[src/rtl/ieq_pkg.sv]
// Package ieq_pkg
// Shared constants and types for the interrupt queue block.
// Assumes the four global events occupy the upper nibble of an 8-bit register.
package ieq_pkg;
    localparam int REG_W    = 8;
    localparam int NUM_EVT  = 4;
    localparam int EVT_LSB  = REG_W - NUM_EVT;
    localparam int BIT_QOVF = 4;
    localparam int BIT_POST = 5;
    localparam int BIT_TXUR = 6;
    localparam int BIT_RXOR = 7;

    // One bit per global event, MSB first in register order.
    typedef struct packed {
        logic rx_or;
        logic tx_ur;
        logic posted;
        logic q_ovf;
    } evt_vec_t;
endpackage

[src/rtl/ieq_slot_table.sv]
// Module ieq_slot_table
// Ring of DEPTH payload slots, each with a valid bit.
// The producer writes at wr_ptr. A write into a valid slot is dropped and
// reported on 'dropped'. A host pop frees the head slot and advances rd_ptr.
// Both operations look at the state before the clock edge, so a post and a
// pop aimed at the same full slot report an overflow and free the slot.
module ieq_slot_table #(
    parameter int DEPTH  = 8,
    parameter int DATA_W = 16
) (
    input  logic              clk,
    input  logic              rst_n,
    input  logic              post_valid,
    input  logic [DATA_W-1:0] post_data,
    input  logic              pop,
    output logic              head_valid,
    output logic [DATA_W-1:0] head_data,
    output logic              posted,
    output logic              dropped
);
    localparam int          PTR_W = (DEPTH > 1) ? $clog2(DEPTH) : 1;
    localparam logic [PTR_W-1:0] LAST = PTR_W'(DEPTH - 1);

    logic [DATA_W-1:0] mem [DEPTH];
    logic [DEPTH-1:0]  vld;
    logic [PTR_W-1:0]  wr_ptr;
    logic [PTR_W-1:0]  rd_ptr;
    logic              do_write;
    logic              do_pop;

    // Decide the producer and host actions from the current slot state.
    always_comb begin
        do_write = post_valid && !vld[wr_ptr];
        dropped  = post_valid &&  vld[wr_ptr];
        do_pop   = pop && vld[rd_ptr];
        posted   = do_write;
    end

    assign head_valid = vld[rd_ptr];
    assign head_data  = mem[rd_ptr];

    // Advance the write pointer after each accepted post, wrapping at DEPTH.
    always_ff @(posedge clk) begin
        if (!rst_n)
            wr_ptr <= '0;
        else if (do_write)
            wr_ptr <= (wr_ptr == LAST) ? '0 : wr_ptr + 1'b1;
    end

    // Advance the read pointer after each effective pop, wrapping at DEPTH.
    always_ff @(posedge clk) begin
        if (!rst_n)
            rd_ptr <= '0;
        else if (do_pop)
            rd_ptr <= (rd_ptr == LAST) ? '0 : rd_ptr + 1'b1;
    end

    // Store the payload of an accepted post.
    always_ff @(posedge clk) begin
        if (do_write)
            mem[wr_ptr] <= post_data;
    end

    // A write and a pop can never target the same slot (one needs it free,
    // the other needs it valid), so each slot has one owner per cycle.
    for (genvar g = 0; g < DEPTH; g++) begin : g_slot
        // Track whether slot g holds an entry the host has not consumed.
        always_ff @(posedge clk) begin
            if (!rst_n)
                vld[g] <= 1'b0;
            else if (do_write && wr_ptr == PTR_W'(g))
                vld[g] <= 1'b1;
            else if (do_pop && rd_ptr == PTR_W'(g))
                vld[g] <= 1'b0;
        end
    end
endmodule

[src/rtl/ieq_event_reg.sv]
// Module ieq_event_reg
// Holds the four global event flags and their mask, and drives the irq line.
// A flag is cleared by a host write of 1 to its bit. A hardware set in the
// same cycle wins. The reserved low nibble is not stored and reads as zero.
module ieq_event_reg
    import ieq_pkg::*;
(
    input  logic             clk,
    input  logic             rst_n,
    input  evt_vec_t         set_vec,
    input  logic             wr_en,
    input  logic             wr_sel,
    input  logic [REG_W-1:0] wr_data,
    output logic [REG_W-1:0] evt_q,
    output logic [REG_W-1:0] mask_q,
    output logic             irq
);
    logic [NUM_EVT-1:0] flags;
    logic [NUM_EVT-1:0] mask4;
    logic [NUM_EVT-1:0] clr;

    // Form the write-1-to-clear vector for an event register write.
    always_comb begin
        clr = (wr_en && !wr_sel) ? wr_data[REG_W-1:EVT_LSB] : '0;
    end

    // Update the flags: clear first, then OR in hardware sets so that sets win.
    always_ff @(posedge clk) begin
        if (!rst_n)
            flags <= '0;
        else
            flags <= (flags & ~clr) | set_vec;
    end

    // Load the mask nibble on a mask register write.
    always_ff @(posedge clk) begin
        if (!rst_n)
            mask4 <= '0;
        else if (wr_en && wr_sel)
            mask4 <= wr_data[REG_W-1:EVT_LSB];
    end

    // Register the interrupt request from the enabled flags.
    always_ff @(posedge clk) begin
        if (!rst_n)
            irq <= 1'b0;
        else
            irq <= |(flags & mask4);
    end

    assign evt_q  = {flags, {EVT_LSB{1'b0}}};
    assign mask_q = {mask4, {EVT_LSB{1'b0}}};
endmodule

[src/rtl/ieq_halt_ctrl.sv]
// Module ieq_halt_ctrl
// Halt latch for one traffic direction. A fatal event sets it and a restart
// pulse releases it. If both come in the same cycle, the latch stays set.
// Clearing the matching event flag has no effect on the latch.
module ieq_halt_ctrl (
    input  logic clk,
    input  logic rst_n,
    input  logic fatal,
    input  logic restart,
    output logic halt
);
    // Hold the halt state; a fatal event has priority over a restart.
    always_ff @(posedge clk) begin
        if (!rst_n)
            halt <= 1'b0;
        else if (fatal)
            halt <= 1'b1;
        else if (restart)
            halt <= 1'b0;
    end
endmodule

[src/rtl/irq_event_queue.sv]
// Module irq_event_queue
// Top level: the slot ring, the global event/mask registers and the two
// direction halt latches. The producer posts entries, the host pops them and
// accesses the registers. Fatal underrun and overrun stop their own direction.
// Assumes the event pulses and restarts are synchronous to clk.
module irq_event_queue
    import ieq_pkg::*;
#(
    parameter int DEPTH  = 8,
    parameter int DATA_W = 16
) (
    input  logic              clk,
    input  logic              rst_n,
    input  logic              post_valid,
    input  logic [DATA_W-1:0] post_data,
    input  logic              host_pop,
    output logic              head_valid,
    output logic [DATA_W-1:0] head_data,
    input  logic              reg_wr,
    input  logic              reg_sel,
    input  logic [7:0]        reg_wdata,
    output logic [7:0]        evt_q,
    output logic [7:0]        mask_q,
    output logic              irq,
    input  logic              tx_underrun_evt,
    input  logic              rx_overrun_evt,
    input  logic              tx_restart,
    input  logic              rx_restart,
    output logic              tx_halt,
    output logic              rx_halt
);
    localparam int NUM_DIR = 2;

    logic             posted;
    logic             dropped;
    evt_vec_t         set_vec;
    logic [NUM_DIR-1:0] fatal_v;
    logic [NUM_DIR-1:0] restart_v;
    logic [NUM_DIR-1:0] halt_v;

    ieq_slot_table #(
        .DEPTH  (DEPTH),
        .DATA_W (DATA_W)
    ) u_table (
        .clk        (clk),
        .rst_n      (rst_n),
        .post_valid (post_valid),
        .post_data  (post_data),
        .pop        (host_pop),
        .head_valid (head_valid),
        .head_data  (head_data),
        .posted     (posted),
        .dropped    (dropped)
    );

    // Gather the hardware event sources in register bit order.
    always_comb begin
        set_vec.q_ovf  = dropped;
        set_vec.posted = posted;
        set_vec.tx_ur  = tx_underrun_evt;
        set_vec.rx_or  = rx_overrun_evt;
    end

    ieq_event_reg u_evt (
        .clk     (clk),
        .rst_n   (rst_n),
        .set_vec (set_vec),
        .wr_en   (reg_wr),
        .wr_sel  (reg_sel),
        .wr_data (reg_wdata),
        .evt_q   (evt_q),
        .mask_q  (mask_q),
        .irq     (irq)
    );

    assign fatal_v   = {rx_overrun_evt, tx_underrun_evt};
    assign restart_v = {rx_restart, tx_restart};

    for (genvar d = 0; d < NUM_DIR; d++) begin : g_dir
        ieq_halt_ctrl u_halt (
            .clk     (clk),
            .rst_n   (rst_n),
            .fatal   (fatal_v[d]),
            .restart (restart_v[d]),
            .halt    (halt_v[d])
        );
    end

    assign tx_halt = halt_v[0];
    assign rx_halt = halt_v[1];
endmodule

[config.mk]
export PLATFORM = sky130hd
export DESIGN_NAME = irq_event_queue
export DESIGN_NICKNAME = d
export VERILOG_FILES = /design/src/rtl/ieq_pkg.sv /design/src/rtl/ieq_slot_table.sv /design/src/rtl/ieq_event_reg.sv /design/src/rtl/ieq_halt_ctrl.sv /design/src/rtl/irq_event_queue.sv
export SDC_FILE = /design/constraint.sdc
export NUM_CORES = 1
export LEC_CHECK = 0
export BUFFER_PORTS_ARGS = -buffer_cell sky130_fd_sc_hd__buf_2
export CORE_MARGIN = 2
export CORE_UTILIZATION = 40
export CTS_CLUSTER_SIZE = 20
export DETAILED_ROUTE_END_ITERATION = 16
export HOLD_SLACK_MARGIN = 0.05
export PLACE_DENSITY_LB_ADDON = 0.2
export SLEW_MARGIN = 5
export SYNTH_ARGS = -nofsm -noshare
export SYNTH_HDL_FRONTEND = slang
export SYNTH_SLANG_ARGS = --single-unit
[constraint.sdc]
create_clock -name clk -period 5.18 [get_ports clk]
set_input_delay 0 -clock clk [delete_from_list [all_inputs] [get_ports clk]]
set_output_delay 0 -clock clk [all_outputs]
set_load 0.01 [all_outputs]
# Word-level counts from Yosys, hierarchy flattened
# Memories as Yosys holds them, arrays and structs flattened. A register that Yosys moved wholly into a read port is not among the register bits.
# Cells that the tools add are included.
[totals]
register_bits = 25
ramBits = 128
in_bits = 34
out_inout_bits = 36
wordCells = 105
memories = 1
[mem_list]
columns = ["name", "depth", "word_bits", "rd", "rd_ports_with_merged_regs", "wr", "line", "source"]
rows = [
  ["u_table.mem", 8, 16, 1, 1, 1, "ieq_slot_table.sv:24", "logic [DATA_W-1:0] mem [DEPTH];"],
]
[op_classes]
n_addsub = 2
order_cmp = 2
n_eq_ne = 14
n_mux = 31
n_bitwise = 4
n_reduce_logical = 36
[op_table]
columns = ["operator", "n"]
rows = [
  ["3-bit equality test (second input constant)", 8],
  ["1-bit two-way mux", 24],
  ["1-bit logical AND", 21],
  ["2-bit nonzero test", 10],
  ["3-bit by 2-bit equality test with 1-bit output (second input constant)", 4],
  ["3-bit two-way mux", 4],
  ["4-bit bitwise AND", 2],
  ["3-bit by 4-bit less-than comparator with 1-bit output (second input constant)", 2],
  ["3-bit by 1-bit adder with 3-bit output (second input constant)", 2],
  ["1-bit binary-select mux with 3-bit select", 2],
  ["3-bit by 1-bit equality test with 1-bit output (second input constant)", 2],
  ["3-bit logical NOT", 2],
  ["4-bit two-way mux", 1],
  ["4-bit inverter", 1],
  ["4-bit OR", 1],
  ["4-bit OR reduction", 1],
  ["1-bit logical NOT", 2],
]

# Longest topological paths before layout
# Gate-level depths: netlist (run 1).
[logic_depth]
depth_word = 6
mapped_depth = 6
ltp_nobuf = 5

# Modules after synthesis
# Synthesis (run 1) repeated with hierarchy kept, for this count alone.
[hier_totals]
cells_unflattened = 364
hier_area_um2 = 6418.7
[modules_own_cells]
columns = ["mod", "instances", "cells_per_inst", "area_per_inst_um2", "seq_area_each_um2"]
rows = [
  ["ieq_slot_table", 1, 311, 5910.7, 4184.0],
  ["ieq_event_reg", 1, 47, 425.4, 180.2],
  ["ieq_halt_ctrl", 2, 3, 41.3, 20.0],
]

# Worst setup path before layout (run 1)
# OpenSTA, ideal clock, no wires.
[synth_path]
kind = "register -> register"
from = "register u_table.wr_ptr[2]"
to = "memory u_table.mem[4][0] (enable)"
setup_time_ns = 0.400
arrival_ns = 2.293
t_required_ns = 4.780
setup_slack_ns = 2.487
stages_incl_launch_ff = 6
n_path_buf = 1
synth_period_minus_slack_ns = 2.693
path_cell_list = "dfxtp_1 > mux2_1 > a222oi_1 > nand3_1 > buf_2 > nor4_2"
[synth_between]
elab_chain_len = 6
[synth_rtl]
columns = ["item", "line", "source"]
rows = [
  ["from (decl)", "ieq_slot_table.sv:26", "logic [PTR_W-1:0] wr_ptr;"],
  ["from (signal assigned)", "ieq_slot_table.sv:47", "wr_ptr <= (wr_ptr == LAST) ? '0 : wr_ptr + 1'b1;"],
  ["1-bit binary-select mux with 3-bit select", "ieq_slot_table.sv:33", "do_write = post_valid && !vld[wr_ptr];"],
  ["1-bit two-way mux (implied by the code)", "ieq_slot_table.sv:33", ""],
  ["1-bit logical NOT", "ieq_slot_table.sv:33", ""],
  ["1-bit logical AND", "ieq_slot_table.sv:33", ""],
  ["1-bit two-way mux", "ieq_slot_table.sv:60", "if (do_write)"],
  ["1-bit two-way mux (implied by the code)", "ieq_slot_table.sv:61", "mem[wr_ptr] <= post_data;"],
  ["to (decl)", "ieq_slot_table.sv:24", ""],
]
# Parallel ways exist; a longest one is shown, timed or not. The select of a mux whose other input is x is not followed.

# Worst setup path in the final report (run 1)
[layout_path]
from = "register u_table.wr_ptr[2]"
to = "memory u_table.mem[5][7] (enable)"
# Same word-level chain as after synthesis.

==> results.json, run 1 <==
{
  "run_status": "finished, final reports clean",
  "firstDrtPassIters": 7,
  "final-seq-area_um2": 4410,
  "start_util": 0.408,
  "clock_sink_total": 156,
  "synthToLayoutAreaGrowth_pct": 23.6,
  "grt_max_degree": 39,
  "hp-class": "in -> reg",
  "worst_skew_pair.late_latency_ns": 0.41,
  "finalSetupViolations": 0,
  "final_cell_mix": "128 x sky130_fd_sc_hd__edfxtp_1, 57 x sky130_fd_sc_hd__buf_2, 34 x sky130_fd_sc_hd__mux4_2, 34 x sky130_fd_sc_hd__dlygate4sd3_1, 27 x sky130_fd_sc_hd__dfxtp_1",
  "num-fill-cells": 1310,
  "dp_slack_ns": 2.30,
  "ios": 70,
  "yosys.cell_types.count": 36,
  "synth_async_sr_flop_share": 0,
  "synth_area_um2": 6450,
  "power.leakage_nw": 2.73,
  "post_cts.resized_instances": 0,
  "portBuffers": 57,
  "vias": 3514,
  "critical_path.endpoint": "u_table.mem[5][7]$_DFFE_PP_",
  "drt_iter0_markers": 148,
  "final_antenna_net_count": 0,
  "coreArea_um2": 15800,
  "yosysSeqAreaShare": 0.683,
  "cp_data_arrival_time_ns": 2.92,
  "syn_area_per_cell_um2": 17.5,
  "setup.worst_path.class": "reg -> reg",
  "clock_tree.root_cell": "sky130_fd_sc_hd__clkbuf_16",
  "setup.worst_path.start": "u_table.wr_ptr[2]$_SDFFE_PN0P_",
  "die_area_um2": 17200,
  "post_route_cells_drive_above_1_share": 0.323,
  "gp_routability_congestion": 0.727,
  "crit-reg2reg-capture": "u_table.mem[5][7]$_DFFE_PP_",
  "antenna_cells": 0,
  "post-dp-hpwl_um": 7090,
  "grt_setup_unrepaired": "false",
  "post_cts_setup_driven_buffer_insertion_count": 0,
  "slew-limit-headroom": 0.362,
  "p_per_area_nw_per_um2": 394,
  "timing.critical_path.fanout_max": 19,
  "tot_pwr_mw": 3.14,
  "max_freq_ghz": 0.352,
  "tns_ns": 0,
  "routedWlPerCell_um": 17.9,
  "multi_input_comb_area_um2": 1950,
  "timing.clock.skew_ns": 0.00565,
  "synth_edf_count": 128,
  "global_route_total_overflow": 0,
  "route.detailed.vias_per_inst": 5.05,
  "holdWs_ns": 0.147,
  "synth-seq-cells": 156,
  "vdd_drop_max_v": 0.000290,
  "die_width_um": 131,
  "yosys_warnings": 0,
  "ctsHtreeMaxLevel": 4,
  "drcViolationCount": 0,
  "worst_pin_slew_ns": 0.955,
  "cts-buffers-inserted": 17,
  "rows": 46,
  "final_common_cell": "sky130_fd_sc_hd__edfxtp_1",
  "required_ns": 5.26,
  "number_of_global_route_vias_before_repair": 3610,
  "number_of_cells_traversed_by_the_worst_register_to_register_path": 6,
  "drv.max_cap_violation_count": 0,
  "r2r_slack_ns": 2.34,
  "crit-reg2reg-launch": "u_table.wr_ptr[2]$_SDFFE_PN0P_",
  "worstSetupEndpointType": "register",
  "setup_ws_ns": 2.34,
  "cp-start-kind": "register",
  "hold_violations": 0,
  "min_period_over_period": 0.549,
  "nNetsFinal": 514,
  "chipHeight_um": 131,
  "wire_length_of_the_first_global_routing_pass_um": 19300,
  "number_of_instances_in_the_synthesized_netlist": 368,
  "postSynth.topFlopCell": "sky130_fd_sc_hd__edfxtp_1",
  "routed_wirelength_um": 12500,
  "clock_tree_from_tritoncts": "yes",
  "final_critical_delay_including_setup_and_external_delays_ns": 2.84,
  "grtUsageTotal": 0.155,
  "clk_pin_slew_ns": 0.06,
  "timing_max_transition_violations_final": 0,
  "grt_antenna_before_repair": 0,
  "cts-root-to-sink-buffers": 2
}
per-layer routing:
layer  track usage  wire [um]  share of wire  up-vias
met3        0.0452        509          0.041       11
met2         0.258       6240           0.50       81
met4        0.0526        148          0.012        0
met1         0.194       5560           0.45     1790
met5             0          0              0        -
li1              -          -              -     1632
final cells by class:
cell class | instances | share of cell area
clock inverter | 11 | 0.0218
multi-input combinational | 183 | 0.244
sequential | 156 | 0.553
inverter | 8 | 0.00377
timing repair buffer | 102 | 0.0889
clock buffer | 20 | 0.0548
tap | 216 | 0.0339
sequential cells by signal, indices dropped and copies added, names as in the netlist, named ones only:
| name | flops |
|---|---|
| u_table.mem | 128 |
| u_evt.flags | 4 |
| u_table.rd_ptr | 3 |
| u_evt.mask4 | 4 |
| u_table.vld | 8 |
| u_table.wr_ptr | 3 |
| g_dir.u_halt.halt | 2 |
| u_evt.irq | 1 |
synthesized netlist by cell type (3+ instances only):
master,number,area (um2)
sky130_fd_sc_hd__nand2_1,26,97.6
sky130_fd_sc_hd__a21oi_1,4,20.0
sky130_fd_sc_hd__nor4_2,6,75.1
sky130_fd_sc_hd__nor3_2,3,30.0
sky130_fd_sc_hd__nor2b_1,8,50.1
sky130_fd_sc_hd__mux2_2,18,203
sky130_fd_sc_hd__nand3_1,12,60.1
sky130_fd_sc_hd__mux2i_1,8,80.1
sky130_fd_sc_hd__buf_1,5,18.8
sky130_fd_sc_hd__mux2_1,4,45.0
sky130_fd_sc_hd__nor2_1,4,15.0
sky130_fd_sc_hd__mux4_2,34,766
sky130_fd_sc_hd__o2bb2ai_1,6,52.6
sky130_fd_sc_hd__a21boi_0,8,60.1
sky130_fd_sc_hd__a21boi_1,3,22.5
sky130_fd_sc_hd__ha_1,12,150
sky130_fd_sc_hd__nand2b_1,3,18.8
sky130_fd_sc_hd__clkbuf_1,6,22.5
sky130_fd_sc_hd__buf_4,9,67.6
sky130_fd_sc_hd__inv_1,6,22.5
sky130_fd_sc_hd__dfxtp_1,28,561
sky130_fd_sc_hd__buf_2,8,40.0
sky130_fd_sc_hd__edfxtp_1,128,3840
per-stage QoR:
stage | instances | instance area [um2] | util
floorplan | 375 | 6480 | -
global placement | 631 | 7020 | 0.443
detailed placement | 631 | 7020 | 0.443
CTS | 696 | 7970 | 0.504
global route | 696 | 7970 | 0.504
finish | 696 | 7970 | 0.504
critical path, stage by stage, from the launching register on:
cell and delay, ns:
sky130_fd_sc_hd__dfxtp_1 0.75, sky130_fd_sc_hd__mux2_1 0.38, sky130_fd_sc_hd__a222oi_1 0.44, sky130_fd_sc_hd__nand3_1 0.16
sky130_fd_sc_hd__buf_4 0.26, sky130_fd_sc_hd__nor4_4 0.15, sky130_fd_sc_hd__buf_4 0.35
worst min path at each step:
| stage | slack (ns) | start | endpoint | cells past startpoint |
|---|---|---|---|---|
| CTS | 0.14 | rst_n | u_evt.flags[1]$_SDFF_PN0_ | 3 |
| global placement | 0.23 | rx_overrun_evt | g_dir[1].u_halt.halt$_SDFFE_PN0P_ | 2 |
| detailed placement | 0.25 | rx_overrun_evt | g_dir[1].u_halt.halt$_SDFFE_PN0P_ | 2 |
| global route | 0.19 | rst_n | u_evt.flags[1]$_SDFF_PN0_ | 3 |
| floorplan | 0.1 | post_data[0] | u_table.mem[0][0]$_DFFE_PP_ | 0 |
| finish | 0.15 | rst_n | u_table.wr_ptr[1]$_SDFFE_PN0P_ | 3 |
logic make-up after synthesis:
family                   synth area share
flip-flops                          0.683
AND/OR/NAND/NOR                    0.0578
multiplexers                        0.170
other                            0.000581
adder cells (fa/ha/maj)            0.0233
AO/OA/AOI/OAI                      0.0382
buffers and inverters              0.0277
where the power goes:
| group | switching [mW] | internal, mW | total [mW] |
|---|---|---|---|
| logic | 0.199 | 0.195 | 0.393 |
| clock network | 0.444 | 0.842 | 1.29 |
| registers | 0.0416 | 1.42 | 1.46 |
repair_timing:
item                       4_1_cts  5_1_grt
hold endpoints to repair       146        0
setup endpoints to repair        0        0
hold buffers                    34        0
No activity file was read; power rests on OpenSTA's default activity.
==> run 2, diff against run 1 <==
Clock period 5.18 ns to 2.53 ns, I/O delays scaled along.
==> run 2 against run 1 <==
Utilization is 1.0 points higher; via count is 1.8% higher; largest power group unchanged; sequential share of layout area fell by 1.1 points; global-route usage grew 0.40 points.
==> results.json, run 2 (same netlist as run 1, synthesis figures left out) <==
{
  "clock_sink_total": 156,
  "antenna_cells": 0,
  "wire_length_of_the_first_global_routing_pass_um": 19700,
  "grtUsageTotal": 0.159,
  "largest_register_ff_count": 128,
  "timing_max_transition_violations_final": 0,
  "rows": 46,
  "number_of_global_route_vias_before_repair": 3677,
  "drcViolationCount": 0,
  "final_critical_delay_including_setup_and_external_delays_ns": 2.33,
  "ios": 70,
  "power.leakage_nw": 2.79,
  "post-dp-hpwl_um": 7660,
  "global_route_total_overflow": 0,
  "num-fill-cells": 1318,
  "max_freq_ghz": 0.429,
  "gp_routability_congestion": 0.757,
  "cp_data_arrival_time_ns": 2.45,
  "grt_max_degree": 39,
  "synthToLayoutAreaGrowth_pct": 26.0,
  "cts-root-to-sink-buffers": 2,
  "coreArea_um2": 15800,
  "hold_violations": 0,
  "nNetsFinal": 521,
  "required_ns": 2.65,
  "cp-start-kind": "register",
  "vias": 3578,
  "start_util": 0.408,
  "final_antenna_net_count": 0,
  "worst_path_dominant_cell_family": "buffers and inverters",
  "timing.critical_path.fanout_max": 16,
  "route.detailed.vias_per_inst": 5.08,
  "clk_pin_slew_ns": 0.06,
  "clock_tree.root_cell": "sky130_fd_sc_hd__clkbuf_16",
  "largest-register": "u_table.mem",
  "clock_tree_from_tritoncts": "yes",
  "worstSetupEndpointType": "register",
  "critPathBufInv": 2,
  "run_status": "finished, final reports clean",
  "vdd_drop_max_v": 0.000485,
  "critPathSlowestCell": "sky130_fd_sc_hd__a222oi_1",
  "worst_path_largest_cell_delay_ns": 0.43,
  "timing.clock.skew_ns": 0.00490,
  "chipHeight_um": 131,
  "cts-buffers-inserted": 17,
  "worst_pin_slew_ns": 0.615,
  "final_util": 0.514,
  "die_area_um2": 17200,
  "routedWlPerCell_um": 18.0,
  "final_cell_mix": "128 x sky130_fd_sc_hd__edfxtp_1, 57 x sky130_fd_sc_hd__buf_2, 34 x sky130_fd_sc_hd__mux4_2",
  "ctsHtreeMaxLevel": 4,
  "finalSetupViolations": 0,
  "drt_iter0_markers": 286,
  "worst_skew_pair.late_latency_ns": 0.41,
  "min_period_over_period": 0.922,
  "tot_pwr_mw": 6.50,
  "largestRegisters": "u_table.mem (128), u_table.vld (8)",
  "p_per_area_nw_per_um2": 800,
  "post_route_cells_drive_above_1_share": 0.346,
  "final_common_cell": "sky130_fd_sc_hd__edfxtp_1",
  "hp-class": "in -> reg",
  "routed_wirelength_um": 12700,
  "portBuffers": 57,
  "critical_path.cell_chain": "mux2_1, a222oi_1, nand3_1, buf_4, nor4_4, buf_12",
  "grt_setup_unrepaired": "false",
  "die_width_um": 131,
  "slew-limit-headroom": 0.590,
  "firstDrtPassIters": 4,
  "grt_antenna_before_repair": 0,
  "setup.worst_path.class": "reg -> reg",
  "post_cts.resized_instances": 0,
  "drv.max_cap_violation_count": 0
}
run 2: power breakdown:
group / leakage, nW / internal, mW / total (mW) / switching (mW)
Sequential: 1.39 / 2.91 / 2.97 / 0.0595
Combinational: 1.10 / 0.438 / 0.882 / 0.445
Clock: 0.292 / 1.66 / 2.65 / 0.993
Total: 2.79 / 5.01 / 6.50 / 1.50
run 2: layout make-up:
type	count	area (um2)	share of cell area
clock inverter	13	186	0.0229
clock buffer	19	433	0.0533
multi-input combinational	183	1950	0.239
inverter	8	30.0	0.00369
timing repair buffer	109	858	0.106
tap	216	270	0.0332
sequential	156	4410	0.542
run 2: worst reg2reg max path, cell delays in order (launching register included):
cell and delay [ns]:
sky130_fd_sc_hd__dfxtp_1 0.41, sky130_fd_sc_hd__mux2_1 0.34, sky130_fd_sc_hd__a222oi_1 0.43, sky130_fd_sc_hd__nand3_1 0.15, sky130_fd_sc_hd__buf_4 0.25, sky130_fd_sc_hd__nor4_4 0.23, sky130_fd_sc_hd__buf_12 0.22
run 2: metrics by stage:
step | setup WS (ns) | cell area (um2) | instances | TNS (ns) | hold slack [ns]
floorplan | -0.163 | 6480 | 375 | -13.03 | 0.0989
global placement | 0.238 | 7180 | 639 | 0 | 0.226
detailed placement | 0.176 | 7180 | 639 | 0 | 0.239
CTS | 0.160 | 8130 | 704 | 0 | 0.113
global route | 0.0697 | 8130 | 704 | 0 | 0.171
finish | 0.199 | 8130 | 704 | 0 | 0.134
run 2: metal layers:
| metal | up-vias | share of wire | GRT usage |
|---|---|---|---|
| met1 | 1826 | 0.45 | 0.204 |
| met4 | 0 | 0.016 | 0.0645 |
| met2 | 85 | 0.49 | 0.259 |
| li1 | 1652 | - | - |
| met3 | 15 | 0.042 | 0.0407 |
| met5 | - | 0 | 0 |
run 2: final timing paths:
kind | start | to | slack, ns | depth (start not counted)
max | u_table.wr_ptr[2]$_SDFFE_PN0P_ | u_table.mem[1][15]$_DFFE_PP_ | 0.20 | 6
min | rst_n | u_table.vld[3]$_SDFFE_PN0P_ | 0.13 | 3
max reg2reg | u_table.wr_ptr[2]$_SDFFE_PN0P_ | u_table.mem[1][15]$_DFFE_PP_ | 0.20 | 6
min reg2reg | u_evt.flags[1]$_SDFF_PN0_ | u_evt.flags[1]$_SDFF_PN0_ | 0.48 | 2
run 2: timing repair:
item,in CTS,in global routing
hold endpoints to repair,147,0
buffers inserted,0,0
hold buffers,33,0
==> run 3, diff against run 2 <==
Settings changed: ABC_AREA from default to 1, CORE_UTILIZATION 40 to 45.
==> run 3 against run 2 <==
Power increased by 30%; first-iteration DRC count increased by 35%; largest cell class unchanged; die area decreased by 8.6%; sequential power increased by 6%; critical path depth increased by 3.
==> results.json, run 3 <==
{
  "run_status": "finished, final reports clean",
  "post_cts_setup_driven_buffer_insertion_count": 0,
  "postSynth.topFlopCell": "sky130_fd_sc_hd__edfxtp_1",
  "r2r_slack_ns": 0.33,
  "critical_path.cell_chain": "inv_1, nand4_1, nand2_1, nor2_2, nand3_2, inv_4, nand2_4, nor2_2, buf_4",
  "setup.worst_path.class": "reg -> reg",
  "synth_async_sr_flop_share": 0,
  "yosys.cell_types.count": 27,
  "clk_pin_slew_ns": 0.06,
  "portBuffers": 57,
  "timing.critical_path.mode_cell": "sky130_fd_sc_hd__nor2_2",
  "global_route_total_overflow": 0,
  "grt_setup_unrepaired": "false",
  "power.leakage_nw": 3.22,
  "synth-xor-area-share": 0,
  "power.sequential.fraction": 0.375,
  "synth-seq-cells": 156,
  "crit-reg2reg-capture": "u_table.mem[7][1]$_DFFE_PP_",
  "vias": 4691,
  "firstDrtPassIters": 5,
  "dp_slack_ns": 0.333,
  "min-delay-start": "reg_sel",
  "setup_ws_ns": 0.326,
  "post_synth_fa_ha_maj_area_fraction": 0.0227,
  "chipHeight_um": 125,
  "min_to": "u_evt.flags[1]$_SDFF_PN0_",
  "synth_top_family_by_area": "simple AND/OR/NAND/NOR gates",
  "p_sw_frac": 0.333,
  "largest-register": "u_table.mem",
  "die_width_um": 125,
  "p_per_area_nw_per_um2": 1030,
  "final_cell_mix": "128 x sky130_fd_sc_hd__edfxtp_1, 118 x sky130_fd_sc_hd__nand2_1, 116 x sky130_fd_sc_hd__nor2_1",
  "min_period_over_period": 0.871,
  "antenna_cells": 0,
  "max_freq_ghz": 0.454,
  "timing_max_transition_violations_final": 0,
  "routedWlPerCell_um": 15.6,
  "synth_top_cells_by_area": "sky130_fd_sc_hd__edfxtp_1 58%, sky130_fd_sc_hd__dfxtp_1 8.5%, sky130_fd_sc_hd__nand2_1 6.7%, sky130_fd_sc_hd__nor2_1 6.6%, sky130_fd_sc_hd__o32ai_1 4.2%",
  "num-fill-cells": 1244,
  "grt_antenna_before_repair": 0,
  "cts-root-to-sink-buffers": 2,
  "worst_skew_pair.late_latency_ns": 0.43,
  "synth_edf_count": 128,
  "drcViolationCount": 0,
  "grtUsageTotal": 0.188,
  "clock_sink_total": 156,
  "drv.max_cap_violation_count": 0,
  "timing.clock.skew_ns": 0.0101,
  "largest_register_ff_count": 128,
  "clock_power_share": 0.315,
  "yosys.area.top_type_share": 0.581,
  "tns_ns": 0,
  "synthMostInstantiatedCell": "sky130_fd_sc_hd__edfxtp_1",
  "pwr-share-comb": 0.311,
  "final_critical_delay_including_setup_and_external_delays_ns": 2.20,
  "vdd_drop_max_v": 0.000504,
  "area_fraction_in_compound_gates_after_synthesis": 0.0898,
  "final_util": 0.569,
  "post-dp-hpwl_um": 8610,
  "yosys_warnings": 0,
  "coreArea_um2": 14400,
  "ios": 70,
  "required_ns": 2.65,
  "internal-power_mw": 5.62,
  "syn_area_per_cell_um2": 10.9,
  "rows": 44,
  "ctsHtreeMaxLevel": 4,
  "start_util": 0.459,
  "hp-class": "in -> reg",
  "gp_routability_congestion": 0.822,
  "slew-limit-headroom": 0.509,
  "worst_pin_slew_ns": 0.735,
  "finalSetupViolations": 0,
  "clock_tree.root_cell": "sky130_fd_sc_hd__clkbuf_16",
  "final_antenna_net_count": 0,
  "grt_max_degree": 41,
  "worst_path_largest_cell_delay_ns": 0.58,
  "total_switching_power_mw": 2.80,
  "wire_length_of_the_first_global_routing_pass_um": 23000,
  "number_of_cells_traversed_by_the_worst_register_to_register_path": 9,
  "nNetsFinal": 758,
  "yosysSeqAreaShare": 0.666,
  "die_area_um2": 15700,
  "worstSetupEndpointType": "register",
  "post-synth-top-area-cell": "sky130_fd_sc_hd__edfxtp_1",
  "synth_top_cells_by_count": "128 x sky130_fd_sc_hd__edfxtp_1, 118 x sky130_fd_sc_hd__nand2_1, 116 x sky130_fd_sc_hd__nor2_1, 41 x sky130_fd_sc_hd__o21ai_0",
  "number_of_instances_in_the_synthesized_netlist": 608,
  "route.detailed.vias_per_inst": 5.16,
  "number_of_cells_on_the_worst_hold_path": 5,
  "fraction_of_the_mapped_netlist_area_in_simple_logic_gates": 0.169,
  "drt_iter0_markers": 387,
  "number_of_global_route_vias_before_repair": 4559,
  "largestRegisters": "u_table.mem (128), u_table.vld (8)",
  "cp_data_arrival_time_ns": 2.32,
  "synth_mux_area_frac": 0,
  "post_route_cells_drive_above_1_share": 0.175,
  "clock_tree_from_tritoncts": "yes",
  "synthToLayoutAreaGrowth_pct": 24.2,
  "timing.critical_path.fanout_max": 14,
  "cp-start-kind": "register",
  "placed_cells": 836,
  "critPathSlowestCell": "sky130_fd_sc_hd__dfxtp_1",
  "crit-reg2reg-launch": "u_table.wr_ptr[2]$_SDFFE_PN0P_",
  "synth_area_um2": 6620,
  "routed_wirelength_um": 14200,
  "stdcell_count": 909,
  "cts-buffers-inserted": 17,
  "hold_violations": 0,
  "final_common_cell": "sky130_fd_sc_hd__edfxtp_1"
}
run 3: cell count changes after synthesis, sizes merged, moves of 11 or more:
cell and change:
nand2 +93, mux2 -22, nor2 +119, a21boi -11
clkbuf +11, o32ai +32, inv +29, mux4 -34
o21ai +39
run 3: repair_timing:
item	4_1_cts	5_1_grt
resized for setup	0	0
hold endpoints to repair	148	0
hold buffers	41	0
run 3: layout make-up:
type	count	area [um2]	share of cell area
sequential	156	4410	0.536
clock inverter	5	63.8	0.00777
multi-input combinational	383	1910	0.232
timing repair buffer	117	888	0.108
clock buffer	27	578	0.0704
inverter	37	141	0.0172
tap	184	230	0.0280
run 3: worst max-delay path by stage:
stage | from | to | slack, ns
detailed placement | u_table.wr_ptr[2]$_SDFFE_PN0P_ | u_table.mem[7][0]$_DFFE_PP_ | 0.33
global placement | u_table.wr_ptr[2]$_SDFFE_PN0P_ | u_table.mem[7][11]$_DFFE_PP_ | 0.33
finish | u_table.wr_ptr[2]$_SDFFE_PN0P_ | u_table.mem[7][1]$_DFFE_PP_ | 0.33
floorplan | u_table.wr_ptr[1]$_SDFFE_PN0P_ | u_table.mem[6][0]$_DFFE_PP_ | -0.08
global route | u_table.wr_ptr[2]$_SDFFE_PN0P_ | u_table.mem[7][15]$_DFFE_PP_ | 0.05
CTS | u_table.wr_ptr[2]$_SDFFE_PN0P_ | u_table.mem[7][0]$_DFFE_PP_ | 0.32
run 3: cells by family after synthesis:
logic type                 after synthesis
AOI/OAI and AO/OA                       91
adders and majority gates               12
buffers and inverters                   76
DFF                                    156
other                                    1
and+or+nand+nor                        272
run 3: power by group through the flow:
stage	logic [mW]	clock network [mW]	registers, mW
6_report	2.62	2.65	3.16
2_1_floorplan	1.81	0	3.11
3_5_place_dp	2.58	0	3.21
4_1_cts	2.65	2.69	3.16
3_3_place_gp	2.54	0	3.20
5_1_grt	2.95	2.83	3.18
run 3: per-stage QoR:
stage / hold WS (ns) / area, um2 / power, mW
finish: 0.0789 / 8210 / 8.42
global route: 0.118 / 8210 / 8.96
CTS: 0.0505 / 8210 / 8.50
detailed placement: 0.260 / 7160 / 5.79
global placement: 0.249 / 7160 / 5.74
floorplan: 0.0989 / 6640 / 4.92
run 3: critical path: cells and delay by family (launching register included):
family,cells,cell delay [ns]
buf+inv,3,0.55
simple gates,6,0.77
flops,1,0.58
run 3: per-layer routing:
layer | GRT usage | vias to the layer above | share of wire
met5 | 0 | - | 0
met3 | 0.0471 | 21 | 0.053
li1 | - | 2298 | -
met2 | 0.310 | 147 | 0.49
met1 | 0.241 | 2225 | 0.44
met4 | 0.0739 | 0 | 0.017
